<file path="src/rtl/wseq_pkg.sv">
package wseq_pkg;

    // width of a selector that names one of n items (at least one bit)
    function automatic int sel_width(input int n);
        return (n > 1) ? $clog2(n) : 1;
    endfunction

endpackage

</file>
<file path="src/rtl/wseq_phase_gen.sv">
// Counts ALU cycles within one front-end slot; phase 0 is the accept window.
module wseq_phase_gen #(
    parameter int HALVES = 2,
    localparam int SELW  = wseq_pkg::sel_width(HALVES)
) (
    input  logic            clk,
    input  logic            rst_n,
    output logic [SELW-1:0] phase,
    output logic            first
);
    localparam logic [SELW-1:0] LAST = SELW'(HALVES - 1);

    logic [SELW-1:0] cnt_d, cnt_q;

    always_comb begin
        if (cnt_q == LAST) cnt_d = '0;
        else               cnt_d = cnt_q + 1'b1;
    end

    always_ff @(posedge clk) begin
        if (!rst_n) cnt_q <= '0;
        else        cnt_q <= cnt_d;
    end

    assign phase = cnt_q;
    assign first = (cnt_q == '0);
endmodule

</file>
<file path="src/rtl/wseq_mask_slice.sv">
// Picks the LANES-wide slice of the wavefront mask that belongs to one half.
module wseq_mask_slice #(
    parameter int LANES  = 16,
    parameter int HALVES = 2,
    localparam int WAVE  = LANES * HALVES,
    localparam int SELW  = wseq_pkg::sel_width(HALVES)
) (
    input  logic [WAVE-1:0]  mask,
    input  logic [SELW-1:0]  sel,
    output logic [LANES-1:0] lanes
);
    logic [LANES-1:0] part [HALVES];

    for (genvar h = 0; h < HALVES; h++) begin : g_part
        assign part[h] = mask[h*LANES +: LANES];
    end

    always_comb begin
        lanes = '0;
        for (int h = 0; h < HALVES; h++) begin
            if (sel == SELW'(h)) lanes = part[h];
        end
    end
endmodule

</file>
<file path="src/rtl/wave_half_sequencer.sv">
module wave_half_sequencer #(
    parameter int LANES  = 16,
    parameter int HALVES = 2,
    parameter int IW     = 32,
    localparam int WAVE  = LANES * HALVES,
    localparam int SELW  = wseq_pkg::sel_width(HALVES)
) (
    input  logic             clk,
    input  logic             rst_n,
    input  logic             fe_valid,
    output logic             fe_ready,
    input  logic [IW-1:0]    fe_instr,
    input  logic [WAVE-1:0]  fe_mask,
    output logic             alu_issue,
    output logic [SELW-1:0]  alu_half,
    output logic [IW-1:0]    alu_instr,
    output logic [LANES-1:0] alu_lane_en
);
    typedef struct packed {
        logic            issue;
        logic [SELW-1:0] half;
        logic [IW-1:0]   instr;
        logic [WAVE-1:0] mask;
    } slot_t;

    slot_t            st_d, st_q;
    logic [SELW-1:0]  phase;
    logic             first;
    logic             take;
    logic [LANES-1:0] slice;

    wseq_phase_gen #(.HALVES(HALVES)) i_phase (
        .clk   (clk),
        .rst_n (rst_n),
        .phase (phase),
        .first (first)
    );

    assign take = first && fe_valid;

    always_comb begin
        st_d      = st_q;
        // output half lags the phase counter by the output register
        st_d.half = phase;
        if (first) begin
            st_d.issue = fe_valid;
            st_d.mask  = take ? fe_mask : '0;
            if (take) st_d.instr = fe_instr;   // hold word on no-ops
        end
    end

    always_ff @(posedge clk) begin
        if (!rst_n) st_q <= '0;
        else        st_q <= st_d;
    end

    wseq_mask_slice #(.LANES(LANES), .HALVES(HALVES)) i_slice (
        .mask  (st_q.mask),
        .sel   (st_q.half),
        .lanes (slice)
    );

    assign fe_ready    = first;
    assign alu_issue   = st_q.issue;
    assign alu_half    = st_q.half;
    assign alu_instr   = st_q.instr;
    assign alu_lane_en = st_q.issue ? slice : '0;
endmodule

</file>
<file path="config.mk">
export PLATFORM = sky130hd
export DESIGN_NAME = wave_half_sequencer
export DESIGN_NICKNAME = d
export VERILOG_FILES = /design/src/rtl/wseq_pkg.sv /design/src/rtl/wseq_phase_gen.sv /design/src/rtl/wseq_mask_slice.sv /design/src/rtl/wave_half_sequencer.sv
export SDC_FILE = /design/constraint.sdc
export NUM_CORES = 1
export LEC_CHECK = 0
export ABC_AREA = 1
export BUFFER_PORTS_ARGS = -buffer_cell sky130_fd_sc_hd__buf_2
export CAP_MARGIN = 20
export CORE_ASPECT_RATIO = 0.9
export CORE_MARGIN = 2
export CORE_UTILIZATION = 47
export DETAILED_ROUTE_END_ITERATION = 10
export GPL_TIMING_DRIVEN = 0
export PLACE_DENSITY = 0.79
export SETUP_SLACK_MARGIN = 0.05
export SLEW_MARGIN = 20
export SYNTH_ARGS = -nofsm -noshare
export SYNTH_HDL_FRONTEND = slang
export SYNTH_SLANG_ARGS = --single-unit
export TNS_END_PERCENT = 20
</file>
<file path="constraint.sdc">
create_clock -name clk -period 1.3 [get_ports clk]
set_input_delay 0.195 -clock clk [delete_from_list [all_inputs] [get_ports clk]]
set_output_delay 0.195 -clock clk [all_outputs]
set_load 0.01 [all_outputs]
</file>
==> out/qor.log <==
qor: sta.clock-skew-final 0.00975 ns
qor: grt.maximum_number_of_pins_on_one_net_before_global_route_repair 11
qor: cts.cts-root-buf clkbuf_8
qor: power_and_ir_drop.p_sw 1220 µW
qor: sta.hold_violations 0
qor: sta.finalWorstSetupSlack -0.164 ns
qor: placement.dp_slack -0.106 ns
qor: detailed_routing.via_to_cell_ratio 4.87
qor: grt.gr-usage-met2 40.9%
qor: cts.cts_tree yes
qor: floorplan.starting_density_of_the_core 48.9%
qor: grt.antenna_found_initial 0
qor: grt.vias_in_the_first_global_route 2814
qor: floorplan.site_rows 26
qor: final_layout.antenna_cells 0
qor: sta.max_slew.worst_pin.slew 0.462 ns
qor: run_status.run_status finished, violations left
qor: sta.final_min_period_over_clock_period 113%
qor: run_status.failed_checks setup timing
qor: power_and_ir_drop.pwr-share-comb 16.7%
qor: power_and_ir_drop.power.sequential.fraction 51.5%
qor: power_and_ir_drop.power.density_cell_area 1160 nW/µm²
qor: flow_run.max_cap_viol_count 0
qor: cts.insertion_delay 0.34 ns
qor: cts.h_tree_depth 3
qor: power_and_ir_drop.max-vdd-ir-drop 685 µV
qor: final_layout.nets 608
qor: worst_setup_path.startpoint_type flop
qor: detailed_routing.detail_route.iter0.violations 137
qor: yosys.synth-warning-count 0
qor: power_and_ir_drop.leak_pwr 0.00215 µW
qor: placement.detailed_place_hpwl 5180 µm
qor: min_path.hp-class in -> reg
qor: sta.timing_max_transition_violations_final 0
qor: power_and_ir_drop.internal_power 3180 µW
qor: detailed_routing.wirelength 7480 µm
qor: grt.grt_overflow_total 0
qor: placement.globalplace.congestion 0.800
qor: worst_setup_path.worst_setup_path_end_kind output pin
qor: cts.cts_sinks 67
qor: cts.holdBufCountCts 0
qor: worst_setup_path.timing.critical_path.fanout_max 6
qor: power_and_ir_drop.share_clk_of_total_power 31.8%
qor: sta.grt_setup_unrepaired true
qor: final_layout.drive_gt1_share 32.4%
qor: cts.cts-root-to-sink-buffers 2
qor: worst_setup_path.required 1.11 ns
qor: yosys.synth.yosys.seq_area_share 48.2%
qor: grt.global_route.peak_usage_layer met2
qor: grt.grtUsageMet1 27.5%
qor: cts.cts_inserted_buffers 9
qor: floorplan.design.core.area 5690 µm²
qor: yosys.post_synth_inst_count 409
qor: floorplan.io_pins 118
qor: detailed_routing.postRouteAntennaNets 0
qor: grt.grt.met3_usage 7.00%
qor: sta.min_cycle_time_layout 1.46 ns
qor: yosys.mean_post_synth_cell_area 6.81 µm²
qor: final_layout.layout.filler_cells 525
qor: detailed_routing.route.detailed.drc 0
qor: floorplan.die_height 77.0 µm
qor: final_layout.areaGrowthSynthToFinish 36.3%
qor: cts.cts.clk_slew.worst_paths 0.07 ns
qor: power_and_ir_drop.switching_portion_of_total_power 27.8%
qor: yosys.cell_area_after_technology_mapping 2790 µm²
qor: worst_setup_path.crit_arrival 1.27 ns
qor: worst_setup_path.class_of_the_most_critical_setup_path reg -> out
qor: floorplan.die-area 6560 µm²
qor: detailed_routing.drt_first_pass_iters 4
qor: floorplan.horizontal_die_dimension 85.1 µm
qor: yosys.synth.ff_latch_count 67
qor: sta.timing.max_slew.rel_slack 69.2%
qor: detailed_routing.routed-via-count 2990
qor: grt.track_usage 23.4%
qor: yosys.syn_nets 476
qor: placement.io_buffer_count 116
qor: sta.timing.setup.tns -2.10 ns
qor: sta.setup_violations 16
qor: sta.timing.fmax 683 MHz
qor: detailed_routing.wl_per_cell 12.2 µm
qor: grt.global_route_wire_length_before_repair 12200 µm
qor: sta.whs 0.0664 ns
qor: yosys.post_synth_num_cell_types 14
-- per-stage QoR --
stage	utilization, %	std cells	instance area, µm²	total power [µW]
floorplan	-	409	2790	2680
finish	66.7	614	3790	4400
global placement	60.7	595	3450	2950
detailed placement	60.7	595	3450	2970
CTS	65.6	614	3740	4400
global route	66.7	614	3790	4600
-- sequential cells by signal, indices dropped and copies added, names as in the netlist --
register / count
alu_half: 1
alu_instr: 32
alu_issue: 1
i_phase.phase: 1
st_q: 32
-- per-layer routing --
| metal | part of all wire, % | routed length [µm] |
|---|---|---|
| met5 | 0 | 0 |
| met4 | 1.1 | 80 |
| met3 | 6.1 | 455 |
| met2 | 50 | 3720 |
| met1 | 43 | 3220 |
-- layout make-up --
cell class / count / area [µm²] / area share [%]
sequential: 67 / 1350 / 35.6
clock buffer: 11 / 131 / 3.46
inverter: 37 / 149 / 3.92
clock inverter: 3 / 17.5 / 0.462
multi-input combinational: 278 / 1210 / 31.8
timing repair buffer: 121 / 656 / 17.3
tap: 70 / 87.6 / 2.31
buffer: 27 / 195 / 5.14
-- synth_stat cells --
| library cell | n | area, µm² |
|---|---|---|
| dfxtp_1 | 67 | 1340 |
| buf_1 | 3 | 11.3 |
| nand2_1 | 100 | 375 |
| clkinv_1 | 1 | 3.75 |
| nor2_4 | 1 | 11.3 |
| buf_6 | 3 | 33.8 |
| nand3_1 | 64 | 320 |
| clkbuf_1 | 3 | 11.3 |
| buf_4 | 3 | 22.5 |
| inv_1 | 35 | 131 |
| nor2_1 | 97 | 364 |
| inv_2 | 1 | 3.75 |
| buf_2 | 15 | 75.1 |
| o21ai_0 | 16 | 80.1 |
-- worst max-delay path: stages, from the launching register on --
cell and delay, ns:
dfxtp_4 0.39, inv_6 0.10, buf_6 0.13, nor2_2 0.04, nor2_1 0.11, buf_2 0.15
-- path summary, 6_finish.rpt --
kind	from	end	slack, ns	depth (start not counted)
setup / recovery	alu_half	alu_lane_en[1]	-0.16	5
hold / removal	fe_mask[0]	st_q[0]	0.07	3
hold reg to reg	st_q[0]	st_q[0]	0.45	2
setup reg to reg	i_phase.phase	st_q[20]	0.19	5
-- cells by family (layout without fill, tap and decap cells) --
logic type	Yosys count	in the layout	share of synthesized area, %
AO/OA/AOI/OAI	16	16	2.88
flip-flops	67	67	48.2
AND/OR/NAND/NOR	262	262	38.5
buffers and inverters	64	199	10.5
-- cell usage in the layout, fill, tap and decap left out, drive strengths merged --
| cell | n |
|---|---|
| buf | 145 |
| nand2 | 100 |
| nor2 | 98 |
| dfxtp | 67 |
| nand3 | 64 |
| inv | 36 |
| o21ai | 16 |
| clkbuf | 14 |
| clkinv | 3 |
| clkinvlp | 1 |
-- power by group through the flow --
stage / sequential [µW] / combinational, µW / clock (µW)
after global placement: 2290 / 656 / 0
after floorplan: 2330 / 353 / 0
after detailed placement: 2300 / 669 / 0
after global routing: 2280 / 827 / 1490
after CTS: 2260 / 714 / 1430
final: 2270 / 735 / 1400
-- what timing repair did --
item                                    CTS  global route
gates cloned                              2             0
endpoints found under the setup margin   17            17
hold endpoints to repair                  0             0
gates resized for setup                  35            23
buffers inserted                          3             0
pin swaps                                 3             6
Power figures use the tool's default switching activity.
